File: config.mk
export PLATFORM = sky130hd
export DESIGN_NAME = unaligned_splitter
export DESIGN_NICKNAME = d
export VERILOG_FILES = /design/src/rtl/usplit_pkg.sv /design/src/rtl/usplit_plan.sv /design/src/rtl/usplit_datapath.sv /design/src/rtl/unaligned_splitter.sv
export SDC_FILE = /design/constraint.sdc
export NUM_CORES = 1
export LEC_CHECK = 0
export BUFFER_PORTS_ARGS = -buffer_cell sky130_fd_sc_hd__clkbuf_2
export CORE_ASPECT_RATIO = 0.7
export CORE_MARGIN = 5
export CORE_UTILIZATION = 30
export CTS_CLUSTER_SIZE = 24
export DETAILED_ROUTE_END_ITERATION = 10
export HOLD_SLACK_MARGIN = 0.15
export PLACE_DENSITY = 0.6
export SYNTH_ARGS = -nofsm -noshare
export SYNTH_HDL_FRONTEND = slang
export SYNTH_SLANG_ARGS = --single-unit
File: constraint.sdc
create_clock -name clk -period 4.3 [get_ports clk]
set_input_delay 0.86 -clock clk [delete_from_list [all_inputs] [get_ports clk]]
set_output_delay 0.86 -clock clk [all_outputs]
set_load 0.02 [all_outputs]
File: src/rtl/usplit_pkg.sv
package usplit_pkg;

  localparam int OP_W     = 32;
  localparam int OP_BYTES = OP_W / 8;

  typedef enum logic [1:0] {
    SZ_BYTE = 2'd0,
    SZ_WORD = 2'd1,
    SZ_LONG = 2'd2
  } size_e;

  // Bytes covered by a size code (code 3 treated as a longword)
  function automatic logic [2:0] size_bytes(input logic [1:0] sz);
    case (sz)
      2'd0:    return 3'd1;
      2'd1:    return 3'd2;
      default: return 3'd4;
    endcase
  endfunction

  // Mask selecting a right-justified piece of the given size
  function automatic logic [OP_W-1:0] size_mask(input logic [1:0] sz);
    case (sz)
      2'd0:    return 32'h0000_00FF;
      2'd1:    return 32'h0000_FFFF;
      default: return 32'hFFFF_FFFF;
    endcase
  endfunction

  // Number of aligned transfers needed for a request
  function automatic logic [1:0] piece_count(input logic [1:0] sz, input logic [1:0] off);
    case (sz)
      2'd0: return 2'd1;
      2'd1: return off[0] ? 2'd2 : 2'd1;
      default: begin
        case (off)
          2'd0:    return 2'd1;
          2'd2:    return 2'd2;
          default: return 2'd3;
        endcase
      end
    endcase
  endfunction

  // Size code of transfer number idx
  function automatic logic [1:0] piece_size(input logic [1:0] sz, input logic [1:0] off,
                                            input logic [1:0] idx);
    case (sz)
      2'd0: return 2'd0;
      2'd1: return off[0] ? 2'd0 : 2'd1;
      default: begin
        case (off)
          2'd0:    return 2'd2;
          2'd2:    return 2'd1;
          default: return (idx == 2'd1) ? 2'd1 : 2'd0;
        endcase
      end
    endcase
  endfunction

  // Byte offset of transfer number idx from the request address
  function automatic logic [1:0] piece_offset(input logic [1:0] sz, input logic [1:0] off,
                                              input logic [1:0] idx);
    case (sz)
      2'd0: return 2'd0;
      2'd1: return off[0] ? idx : 2'd0;
      default: begin
        case (off)
          2'd0:    return 2'd0;
          2'd2:    return (idx == 2'd0) ? 2'd0 : 2'd2;
          default: begin
            case (idx)
              2'd0:    return 2'd0;
              2'd1:    return 2'd1;
              default: return 2'd3;
            endcase
          end
        endcase
      end
    endcase
  endfunction

endpackage

File: src/rtl/usplit_plan.sv
module usplit_plan
  import usplit_pkg::*;
(
  input  logic [1:0] op_size,
  input  logic [1:0] op_off,
  input  logic [1:0] idx,
  output logic [1:0] count,
  output logic [1:0] psize,
  output logic [1:0] poff
);

  always_comb begin
    count = piece_count(op_size, op_off);
    psize = piece_size(op_size, op_off, idx);
    poff  = piece_offset(op_size, op_off, idx);
  end

endmodule

File: src/rtl/usplit_datapath.sv
module usplit_datapath
  import usplit_pkg::*;
(
  input  logic [OP_W-1:0] op_data,
  input  logic [1:0]      op_size,
  input  logic [1:0]      psize,
  input  logic [1:0]      poff,
  input  logic [OP_W-1:0] acc,
  input  logic [OP_W-1:0] piece_in,
  output logic [OP_W-1:0] wslice,
  output logic [OP_W-1:0] acc_next
);

  logic [2:0] nb, pb, rem;
  logic [5:0] wshift, ashift;
  logic [OP_W-1:0] pmask;

  always_comb begin
    nb     = size_bytes(op_size);
    pb     = size_bytes(psize);
    pmask  = size_mask(psize);
    // bytes of the operand that lie below this piece (big-endian)
    rem    = nb - {1'b0, poff} - pb;
    wshift = {rem, 3'b000};
    ashift = {pb, 3'b000};
    wslice = (op_data >> wshift) & pmask;
    acc_next = (ashift >= 6'd32) ? (piece_in & pmask)
                                 : ((acc << ashift) | (piece_in & pmask));
  end

endmodule

File: src/rtl/unaligned_splitter.sv
module unaligned_splitter
  import usplit_pkg::*;
#(
  parameter int ADDR_W = 32
) (
  input  logic              clk,
  input  logic              rst_n,
  input  logic              req_valid,
  output logic              req_ready,
  input  logic [ADDR_W-1:0] req_addr,
  input  logic [1:0]        req_size,
  input  logic              req_write,
  input  logic [OP_W-1:0]   req_wdata,
  output logic              done,
  output logic [OP_W-1:0]   rdata,
  output logic [1:0]        extra_ops,
  output logic              bus_valid,
  input  logic              bus_ready,
  output logic [ADDR_W-1:0] bus_addr,
  output logic [1:0]        bus_size,
  output logic              bus_write,
  output logic [OP_W-1:0]   bus_wdata,
  input  logic              bus_rvalid,
  input  logic [OP_W-1:0]   bus_rdata
);

  typedef enum logic [1:0] {ST_IDLE, ST_ISSUE, ST_WAIT} state_e;

  state_e            st;
  logic [ADDR_W-1:0] op_addr;
  logic [1:0]        op_size;
  logic              op_write;
  logic [OP_W-1:0]   op_data;
  logic [1:0]        idx;
  logic [OP_W-1:0]   acc;
  logic              done_q;
  logic [1:0]        extra_q;

  logic [1:0]        cnt, psize, poff;
  logic [OP_W-1:0]   wslice, acc_next;

  // named events for the checker
  logic ev_accept, ev_fire, ev_resp, ev_last;

  usplit_plan u_plan (
    .op_size (op_size),
    .op_off  (op_addr[1:0]),
    .idx     (idx),
    .count   (cnt),
    .psize   (psize),
    .poff    (poff)
  );

  usplit_datapath u_dp (
    .op_data  (op_data),
    .op_size  (op_size),
    .psize    (psize),
    .poff     (poff),
    .acc      (acc),
    .piece_in (bus_rdata),
    .wslice   (wslice),
    .acc_next (acc_next)
  );

  always_comb begin
    req_ready = (st == ST_IDLE);
    bus_valid = (st == ST_ISSUE);
    bus_addr  = op_addr + ADDR_W'(poff);
    bus_size  = psize;
    bus_write = op_write;
    bus_wdata = op_write ? wslice : '0;
    ev_accept = req_valid && req_ready;
    ev_fire   = bus_valid && bus_ready;
    ev_resp   = (st == ST_WAIT) && bus_rvalid;
    ev_last   = ev_resp && (idx == (cnt - 2'd1));
  end

  always_ff @(posedge clk) begin
    if (!rst_n) begin
      st       <= ST_IDLE;
      op_addr  <= '0;
      op_size  <= '0;
      op_write <= 1'b0;
      op_data  <= '0;
      idx      <= '0;
      acc      <= '0;
      done_q   <= 1'b0;
      extra_q  <= '0;
    end else begin
      done_q <= 1'b0;
      case (st)
        ST_IDLE: begin
          if (ev_accept) begin
            op_addr  <= req_addr;
            op_size  <= req_size;
            op_write <= req_write;
            op_data  <= req_wdata;
            idx      <= '0;
            acc      <= '0;
            extra_q  <= piece_count(req_size, req_addr[1:0]) - 2'd1;
            st       <= ST_ISSUE;
          end
        end
        ST_ISSUE: begin
          if (ev_fire) st <= ST_WAIT;
        end
        ST_WAIT: begin
          if (ev_resp) begin
            if (!op_write) acc <= acc_next;
            if (ev_last) begin
              st     <= ST_IDLE;
              done_q <= 1'b1;
            end else begin
              idx <= idx + 2'd1;
              st  <= ST_ISSUE;
            end
          end
        end
        default: st <= ST_IDLE;
      endcase
    end
  end

  assign done      = done_q;
  assign rdata     = acc;
  assign extra_ops = extra_q;

endmodule

# After elaboration in Yosys (flattened, before gate mapping)
# Index checks and enable logic that the tools add are counted.
# op_classes
n_addsub	6
multipliers	0
div	0
order_cmp	1
eq_ne	14
shift	2
n_mux	37
bitwise	3
n_reduce_logical	17
# op_table
cell	count
$mux 32	5
$pmux 32 s2	2
$and 32x32->32	2
$pmux 2 s2	10
$add 32x2->32	1
$or 32x32->32	1
$shl 32x6->32	1
$shr 32x6->32	1
$mux 2	13
$logic_not 2->1	7
$pmux 3 s2	2
$eq 2x1->1 const B	5
$reduce_and 4->1	2
$eq 2x2->1 const B	3
$ge 6x6->1 const B	1
$ne 2x2->1 const B	3
$pmux 2 s3	1
$reduce_and 3->1	2
$logic_and 1x1->1	4
$mux 1	4
$ne 2x1->1 const B	2
$sub 2x1->2 const B	2
$sub 3x2->3	1
$sub 3x3->3	1
4 further kinds	4
# totals
ff_bits	106
latchBits	0
ramBits	0
mem_bits_ro	0
in_bits	104
output_inout_bits	104
elab_cells	89
memories	0

# Depth between registers and ports, before layout
# Gate-level depths: netlist (run 1).
# logic_depth
ltp_word	12
ltp_mapped	16
depth_no_buf	14

# By module
# A second synthesis (run 1) with hierarchy kept.
# hier_totals
cells_unflattened	793
area_unflattened_um2	6303.5
# modules_own_cells
mod	n_inst	cells_per_inst	area_per_inst_um2	seq_area_each_um2
unaligned_splitter	1	614	4986.0	2122.0
usplit_datapath	1	163	1218.7	0.0
usplit_plan	1	16	98.8	0.0

# Least setup slack after synthesis (run 1)
# OpenSTA, ideal clock, no wires.
# synth_timing
path_type	register to output
from	register idx[1]
to	output bus_wdata[0]
t_arrival_ns	3.549
t_required_ns	3.440
slack_ns	-0.109
stages_incl_launch_ff	15
n_path_buf	3
path_cell_list	dfxtp_1 -> inv_1 -> ha_1 -> nand2_1 -> nand2_1 -> a21oi_1 -> buf_2 -> inv_1 -> ha_1 -> inv_1 -> fa_1 -> clkbuf_1 -> buf_2 -> mux2i_1 -> a211oi_1
# synth_via
elab_chain_cells	10
word_cells_on_any_way	18
cone_classes	add/sub (2); eq/ne (2); shift (1); mux (10); bitwise (1); reduce/logical (2)
# synth_lines
element	line	rtl
from (decl)	unaligned_splitter.sv:34	logic [1:0] idx;
from (signal assigned)	unaligned_splitter.sv:114	idx <= idx + 2'd1;
branches (longest 6 deep; another with $sub 3x2->3)	--	
$sub 3x3->3 (*)	usplit_datapath.sv:23	rem = nb - {1'b0, poff} - pb;
$shr 32x6->32 (*)	usplit_datapath.sv:26	wslice = (op_data >> wshift) & pmask;
$and 32x32->32 (*)	usplit_datapath.sv:26	
$mux 32 (*)	unaligned_splitter.sv:71	bus_wdata = op_write ? wslice : '0;
to (decl)	unaligned_splitter.sv:22	output logic [OP_W-1:0] bus_wdata,
# Every way passes the cells marked *.

# Worst setup path in the final report (run 1)
# layout_timing
from	register idx[1]
to	output bus_wdata[21]
# layout_via
elab_chain_cells	10
word_cells_on_any_way	19
cone_classes	add/sub (2); eq/ne (2); shift (1); mux (11); bitwise (1); reduce/logical (2)
# layout_lines
element	line
branches (longest 8 deep; another with $sub 3x2->3)	--
$and 32x32->32 (*)	usplit_datapath.sv:26
$mux 32 (*)	unaligned_splitter.sv:71
# Marks and branches as above.

==> results of run 1 <==
## how the worst max path moves through the flow
| stage | startpoint | endpoint | slack (ns) | cells after the start |
|---|---|---|---|---|
| 2_1_floorplan | idx[1] | bus_wdata[3] | 0.04 | 14 |
| 3_3_place_gp | idx[1] | bus_addr[24] | 0.30 | 12 |
| 3_5_place_dp | idx[1] | bus_addr[24] | 0.27 | 12 |
| 4_1_cts | idx[1] | bus_wdata[21] | 0.02 | 15 |
| 5_1_grt | idx[1] | bus_wdata[28] | -0.02 | 16 |
| 6_report | idx[1] | bus_wdata[21] | 0.23 | 15 |
## repair_timing
| action | CTS | global route |
|---|---|---|
| setup buffers | 0 | 6 |
| pin swaps | 0 | 5 |
| gates resized for setup | 4 | 26 |
| setup endpoints to repair | 29 | 40 |
## critical path, stage by stage (launching register included)
cell and delay [ns]:
dfxtp_4 0.36, inv_2 0.06, ha_1 0.14, nand2b_4 0.14, o21ai_1 0.06, nand2_1 0.08, o21ai_2 0.06, ha_1 0.27
inv_1 0.05, fa_2 0.35, xor2_1 0.17, xnor2_1 0.17, nand2_1 0.13, or3_1 0.48, nor2_1 0.16, clkbuf_2 0.18
## cells by family (layout without fill, tap and decap cells)
family	count (synthesis)	after routing	share of synthesized area, %
AO/OA/AOI/OAI	155	155	16.7
multiplexers	32	32	6.03
adder cells (fa/ha/maj)	8	8	2.24
AND/OR/NAND/NOR	327	327	26.7
XOR/XNOR	32	32	5.26
flip-flops	106	106	38.8
buffers and inverters	57	254	4.30
## metrics by stage
step,worst slack (ns),TNS [ns]
after floorplan,0.0368,0
after global placement,0.299,0
after detailed placement,0.270,0
after CTS,0.0216,0
after global routing,-0.0227,-0.192
final,0.231,0
## layer usage
metal	vias to the layer above	part of all wire, %
li1	2823	-
met4	2	0.84
met2	165	39
met3	12	7.8
met5	-	0.056
met1	2429	52
## state kept, by name, indices dropped and copies added (netlist names)
name,count
bus_write,1
st,2
rdata,32
done,1
idx,2
op_addr,32
extra_ops,2
op_size,2
op_data,32
## cell type report
type	instances	area, um^2	area share [%]
clock buffers	12	246	3.43
well taps	236	295	4.11
clock inverters	4	73.8	1.03
flip-flops and latches	106	2130	29.6
multi-input cells	554	3180	44.3
inverters	11	41.3	0.575
repair buffers	227	1210	16.9
## synthesized netlist by cell type, types with 6 or more instances
cell type / instances
nand2_1: 193
dfxtp_1: 106
a21oi_1: 81
nor2_1: 56
clkbuf_1: 35
mux2i_1: 24
xnor2_1: 23
nand3_1: 21
o21ai_0: 19
o221ai_1: 17
inv_1: 11
o21ai_1: 11
and2_1: 9
a211oi_1: 8
a22oi_1: 8
and3_1: 8
buf_2: 8
mux2_2: 8
xor2_1: 8
nand4_1: 6
## power by group through the flow
| stage | Combinational, mW | Sequential (mW) | Clock [mW] |
|---|---|---|---|
| detailed placement | 0.504 | 1.11 | 0 |
| floorplan | 0.334 | 1.09 | 0 |
| CTS | 0.509 | 1.09 | 0.930 |
| global route | 0.567 | 1.10 | 0.964 |
| finish | 0.513 | 1.09 | 0.899 |
| global placement | 0.503 | 1.11 | 0 |
==> impl_metrics.tcl, run 1 <==
set metrics [dict create \
    syn_nets 829 \
    antenna_found_initial 1 \
    min_period_ns 4.07 \
    place.gp.congestion 0.811 \
    worst_pin_slew_ns 1.04 \
    async_flop_share_pct 0 \
    synth-seq-cells 106 \
    syn_inst 717 \
    yosysTopAreaCell "dfxtp_1" \
    hold_class "reg -> reg" \
    final_nets 1021 \
    grt_pass1_wl_um 27700 \
    routed_via_density 4.72 \
    pwr-share-clk_pct 36.0 \
    wl_per_cell_um 15.6 \
    grt_pass1_vias 5119 \
    placed_cells 1128 \
    setup_viol 0 \
    drt_pre_antenna_iters 4 \
    status "completed" \
    final_util_pct 40.0 \
    critPathMaxFanout 8 \
    cts-root-buf "clkbuf_16" \
    ys.flop_type "dfxtp_1" \
    die_area_um2 21100 \
    design_area_um2 7180 \
    overflow 0 \
    holdPathEnd "rdata[24]" \
    initial_utilization_pct 30.5 \
    skew_ns 0.00775 \
    cap_violations 0 \
    r2r_setup_slack_ns 1.93 \
    p_int_mw 1.76 \
    synth_edf_count 0 \
    synth_area_per_cell_um2 7.64 \
    drv_slew 0 \
    drt-initial-drc-count 219 \
    met3_usage_pct 5.11 \
    p_leak_nw 3.13 \
    synth.top_cell.area_share_pct 38.8 \
    max_freq_ghz 0.246 \
    period_share_pct 94.6 \
    clock_sinks 106 \
    grt_util_met2_pct 22.4 \
    coreArea_um2 18000 \
    p_total_mw 2.50 \
    drt-total-wl_um 17900 \
    rows 41 \
    startpoint_type "flop" \
    antennaDiodeCount 0 \
    cts_tree "built" \
    htree_levels 3 \
    crit_arrival_ns 3.21 \
    r2r_start "st[1]" \
    die_h_um 123 \
    ys_seq_area_share_pct 38.8 \
    ir_worst_vdd_uv 175 \
    hold_viol_final 0 \
    fillers 1942 \
    ctsHoldBuffers 0 \
    netlist_area_um2 5480 \
    pwr-share-seq_pct 43.5 \
    dp_hpwl_um 13500 \
    whs_ns 0.451 \
    ys_types 52 \
    num_vias 5431 \
    grt_use_total_pct 16.4 \
    place_area_um2 6750 \
    reg2reg_depth 5 \
    cts_buffers 9 \
    use_met1_pct 25.2 \
    finalNonFillerCells 1150 \
    port_buffers 207 \
    hp-start "rdata[24]" \
    r2r_end "op_data[3]" \
    cp.required_ns 3.44 \
    clk_latency_ns 0.35 \
    combPwrFrac_pct 20.5 \
    synth.area.top_cells "dfxtp_1, nand2_1, a21oi_1, mux2i_1, nor2_1" \
    ant_nets 0 \
    swShare_pct 29.8 \
    endpoint_kind "output pin" \
    top_usage_layer "met1" \
    final_cell_mix "clkbuf_2, nand2_1, dfxtp_1" \
    relSlewSlack_pct 30.7 \
    drc 0 \
    layout_commonest_cell "clkbuf_2" \
    ioPinCount 208 \
    drive_above_1_share_pct 31.0 \
    clk_pin_slew_ns 0.07 \
    p_sw_uw 744 \
    die_w_um 171 \
    grt_max_degree 52 \
    synthToLayoutAreaGrowth_pct 31.2 \
    path_class "reg -> out" \
    power_density_nw_per_um2 348 \
    hold_depth 2 \
    cts_max_path_buffers 2 \
    ys.warnings.count 0 \
]
No activity file was read; power rests on OpenSTA's default activity.
==> run 2, diff against run 1 <==
Settings changed: BUFFER_PORTS_ARGS -buffer_cell sky130_fd_sc_hd__clkbuf_2 to not set, DONT_BUFFER_PORTS set to 1, PLACE_DENSITY 0.6 to 0.49.
Clock period 4.3 ns to 5.2 ns, I/O delays scaled along.
==> impl_metrics.tcl, run 2 (synthesis gave the netlist of run 1 again) <==
set metrics [dict create \
    ir_worst_vdd_uv 167 \
    ant_nets 0 \
    overflow 0 \
    slowest_stage "xnor2_1" \
    cp.required_ns 4.16 \
    antenna_found_initial 0 \
    period_share_pct 93.8 \
    place.gp.congestion 0.839 \
    drv_slew 0 \
    swShare_pct 29.7 \
    relSlewSlack_pct 23.7 \
    final_nets 826 \
    drt-initial-drc-count 340 \
    dp_hpwl_um 13100 \
    path_class "reg -> out" \
    setup_viol 0 \
    endpoint_kind "output pin" \
    p_sw_uw 608 \
    die_area_um2 21100 \
    cts_max_path_buffers 2 \
    startpoint_type "flop" \
    status "completed" \
    crit_buf_inv 1 \
    grt_pass1_wl_um 27000 \
    dp_slack_ns 0.638 \
    routed_via_density 5.23 \
    power_density_nw_per_um2 331 \
    worst_pin_slew_ns 1.14 \
    clk_latency_ns 0.35 \
    pwr-share-clk_pct 39.2 \
    max_stage_delay_ns 0.52 \
    wl_per_cell_um 18.4 \
    combPwrFrac_pct 16.4 \
    cts_tree "built" \
    layout_commonest_cell "nand2_1" \
    die_w_um 171 \
    clk_pin_slew_ns 0.07 \
    drt-total-wl_um 17600 \
    num_vias 4996 \
    port_buffers 0 \
    drc 0 \
    p_total_mw 2.05 \
    coreArea_um2 18000 \
    cap_violations 0 \
    wl_met2_um 7460 \
    final_cell_mix "nand2_1, dfxtp_1, a21oi_1" \
    drive_above_1_share_pct 10.6 \
    ctsHoldBuffers 0 \
    worstPathCellList "inv_1 > ha_1 > nand2b_1 > a21boi_0 > ha_1 > fa_1 > nand3_2 > or3_4 > nor3_1 > nand4_1 > xnor2_1" \
    highest_layer "met4" \
    rsz0062_at_grt "no" \
    grt_use_total_pct 16.2 \
    hold_class "reg -> reg" \
    initial_utilization_pct 30.5 \
    p_int_mw 1.44 \
    skew_ns 0.00854 \
    wl_met1_um 7940 \
    synthToLayoutAreaGrowth_pct 13.0 \
    worst_slack_ns 0.320 \
    crit_arrival_ns 3.84 \
    hold_viol_final 0 \
    ioPinCount 208 \
    p_leak_nw 2.28 \
    max_freq_ghz 0.205 \
    grt_pass1_vias 4775 \
    cts_buffers 9 \
    path_common_cell "ha_1" \
    htree_levels 3 \
    pwr-share-seq_pct 44.4 \
    wl_met3_um 1970 \
    antennaDiodeCount 0 \
    crit_family "simple AND/OR/NAND/NOR gates" \
    setup_tns_ns 0 \
    min_period_ns 4.88 \
    clock_sinks 106 \
    die_h_um 123 \
    grt_max_degree 84 \
    rows 41 \
    drt_pre_antenna_iters 5 \
    critPathMaxFanout 9 \
    cts-root-buf "clkbuf_16" \
]
## run 2: final cells by class
class / instances / area (um^2)
clock inverter: 7 / 125
inverter: 11 / 41.3
timing repair buffer: 32 / 240
sequential: 106 / 2120
multi-input combinational: 554 / 3140
clock buffer: 9 / 225
fill: 1937 / 11800
tap: 236 / 295
## run 2: timing repair
action,in CTS,in global routing
resized for setup,0,5
setup buffers,0,0
endpoints found under the setup margin,0,22
## run 2: worst reg2reg max path, stage by stage (launching register included)
cell,delay (ns)
dfxtp_1,0.70
nand2b_1,0.26
a21oi_1,0.23
nor2_1,0.92
nand2_1,0.16
o21ai_0,0.11
## run 2: final timing paths
check,to,slack (ns),cells after the start,from
worst max-delay path,bus_addr[24],0.32,11,idx[0]
worst min-delay path,op_data[11],0.46,2,op_data[11]
worst max register to register,rdata[17],2.76,5,st[1]
worst min register to register,op_data[11],0.46,2,op_data[11]
## run 2: per-stage QoR
| stage | hold slack (ns) | area, um^2 | cells | utilization [%] |
|---|---|---|---|---|
| 2_1_floorplan | 0.434 | 5480 | 717 | - |
| 3_3_place_gp | 0.440 | 5820 | 939 | 32.4 |
| 3_5_place_dp | 0.449 | 5820 | 939 | 32.4 |
| 4_1_cts | 0.459 | 6170 | 955 | 34.4 |
| 5_1_grt | 0.482 | 6190 | 955 | 34.5 |
| 6_report | 0.458 | 6190 | 955 | 34.5 |
## run 2: power by group through the flow
stage / Combinational (mW) / Clock [mW] / Sequential [mW]
finish: 0.336 / 0.803 / 0.909
detailed placement: 0.334 / 0 / 0.928
floorplan: 0.273 / 0 / 0.904
global route: 0.375 / 0.858 / 0.915
global placement: 0.329 / 0 / 0.925
CTS: 0.335 / 0.828 / 0.908
## run 2: metal layers
| metal | global-route usage [%] | up-vias |
|---|---|---|
| li1 | - | 2442 |
| met2 | 23.6 | 211 |
| met4 | 3.96 | 0 |
| met3 | 6.23 | 22 |
| met5 | 0 | - |
| met1 | 22.5 | 2321 |
==> run 3, diff against run 2 <==
Settings changed: SYNTH_HIERARCHICAL set to 1.
Clock period 5.2 ns to 5.1 ns, I/O delays scaled along.
==> impl_metrics.tcl, run 3 <==
set metrics [dict create \
    status "completed" \
    swShare_pct 32.4 \
    path_class "reg -> out" \
    antenna_found_initial 0 \
    crit_family "simple AND/OR/NAND/NOR gates" \
    synth_edf_count 0 \
    hold_viol_final 0 \
    period_share_pct 91.6 \
    endpoint_kind "output pin" \
    ys_types 58 \
    cts-root-buf "clkbuf_16" \
    grt_max_degree 80 \
    dp_hpwl_um 14000 \
    clock_sinks 106 \
    final_util_pct 32.9 \
    drive_above_1_share_pct 11.0 \
    synth_area_per_cell_um2 7.95 \
    pwr-share-clk_pct 34.8 \
    fillers 2287 \
    max_stage_delay_ns 0.59 \
    grt_pass1_vias 4751 \
    die_w_um 183 \
    drt-initial-drc-count 301 \
    ioPinCount 208 \
    rsz0062_at_grt "no" \
    die_area_um2 24100 \
    drv_slew 0 \
    post_cts_buffers 0 \
    synthToLayoutAreaGrowth_pct 7.92 \
    coreArea_um2 20700 \
    relSlewSlack_pct 38.6 \
    routed_via_density 4.97 \
    drt-total-wl_um 19100 \
    p_int_mw 1.36 \
    p_total_mw 2.01 \
    synth-seq-cells 106 \
    hold_class "reg -> reg" \
    cts_tree "built" \
    pwr-share-seq_pct 45.4 \
    cp.required_ns 4.08 \
    path_common_cell "nor2b_1" \
    overflow 0 \
    num_vias 5167 \
    htree_levels 3 \
    p_sw_uw 651 \
    clk_pin_slew_ns 0.08 \
    initial_utilization_pct 30.5 \
    setup_tns_ns 0 \
    skew_ns 0.00670 \
    rows 44 \
    crit_arrival_ns 3.65 \
    startpoint_type "flop" \
    syn_nets 903 \
    max_freq_ghz 0.214 \
    cts_max_path_buffers 2 \
    final_nets 869 \
    synth_common_cells "nand2_1, dfxtp_1, a21oi_1, and2_1, mux2i_1" \
    critPathMaxFanout 19 \
    worst_pin_slew_ns 0.921 \
    port_buffers 0 \
    p_leak_nw 2.58 \
    ys.warnings.count 6 \
    cts_buffers 9 \
    clk_latency_ns 0.35 \
    cap_violations 0 \
    syn_inst 793 \
    place.gp.congestion 0.827 \
    setup_viol 0 \
    combPwrFrac_pct 19.8 \
    crit_buf_inv 2 \
    drc 0 \
    netlist_area_um2 6300 \
    power_density_nw_per_um2 295 \
    synth.top_cell.area_share_pct 33.7 \
    drt_pre_antenna_iters 5 \
    synth.area.top_cells "dfxtp_1, mux2i_1, nand2_1, and2_1, a21oi_1" \
    antennaDiodeCount 0 \
    post_cts_resized 0 \
    ant_nets 0 \
    grt_use_total_pct 15.2 \
    final_cell_mix "nand2_1, dfxtp_1, a21oi_1" \
    ctsHoldBuffers 0 \
    min_period_ns 4.67 \
    async_flop_share_pct 0 \
    ys_seq_area_share_pct 33.7 \
    yosysTopAreaCell "dfxtp_1" \
    worstPathCellList "or3b_1 > nand3_1 > nor2b_1 > ha_1 > fa_1 > buf_12 > nor2b_1 > buf_4 > a22oi_1 > nor2_1 > and2_1" \
    layout_commonest_cell "nand2_1" \
    synth.most_common_cell "nand2_1" \
    wl_per_cell_um 18.4 \
    die_h_um 131 \
    slowest_stage "fa_1" \
    grt_pass1_wl_um 29300 \
    ys.flop_type "dfxtp_1" \
    ir_worst_vdd_uv 154 \
]
run 3: changes by cell type after synthesis, sizes merged, moves of 8 or more:
cell    change
nand2      -25
buf        +14
and2       +66
nor2        +9
xor2        +9
mux2        +8
o21ai      -11
o221ai     -16
mux2i      +43
a21oi      -10
nand3      -10
xnor2       -9
run 3: metal layers:
layer,track usage (%),vias to the layer above,wire length [um]
met4,2.94,0,199
li1,-,2568,-
met3,5.77,10,1520
met5,0,-,0
met1,22.0,2439,9310
met2,21.6,150,8110
run 3: worst paths after layout:
check | endpoint | cells after the start | startpoint | slack [ns]
worst max-delay path | bus_wdata[9] | 11 | op_size[1] | 0.43
worst max register to register | op_data[19] | 5 | st[0] | 2.61
worst min register to register | op_data[9] | 2 | op_data[9] | 0.46
worst min-delay path | op_data[9] | 2 | op_data[9] | 0.46
run 3: logic make-up (layout without fill, tap and decap cells):
kind of cell	Yosys count	after routing	share of synthesized area (%)
DFF	106	106	33.7
xor gates and xnor gates	33	33	5.12
adders and majority gates	6	6	1.55
buffers and inverters	75	46	5.32
and+or+nand+nor	372	372	29.4
muxes	83	83	13.7
AOI/OAI and AO/OA	118	118	11.3
run 3: layout make-up:
type | count | area (um^2) | area share [%]
inverter | 14 | 53.8 | 0.791
clock inverter | 7 | 58.8 | 0.864
timing repair buffer | 16 | 133 | 1.95
sequential | 106 | 2120 | 31.2
tap | 276 | 345 | 5.08
multi-input combinational | 612 | 3860 | 56.8
clock buffer | 9 | 225 | 3.31
run 3: power by group through the flow:
| stage | combinational, mW | clock (mW) | sequential (mW) |
|---|---|---|---|
| 2_1_floorplan | 0.327 | 0 | 0.914 |
| 3_3_place_gp | 0.398 | 0 | 0.930 |
| 3_5_place_dp | 0.400 | 0 | 0.931 |
| 4_1_cts | 0.401 | 0.730 | 0.911 |
| 5_1_grt | 0.434 | 0.755 | 0.918 |
| 6_report | 0.397 | 0.699 | 0.911 |
run 3: metrics by stage:
step,worst slack (ns),std cells,instance area [um^2],hold WS (ns)
4_1_cts,0.385,1040,6800,0.462
6_report,0.431,1040,6800,0.460
3_3_place_gp,0.867,1024,6520,0.445
2_1_floorplan,0.451,793,6300,0.433
3_5_place_dp,0.783,1024,6520,0.449
5_1_grt,0.243,1040,6800,0.484
run 3: worst reg2reg max path, delay by kind of cell (launching register included):
kind / cells / cell delay [ns]
flip-flops: 1 / 0.42
buffers and inverters: 1 / 0.46
AND/OR/NAND/NOR: 3 / 1.40
AO/OA/AOI/OAI: 1 / 0.15
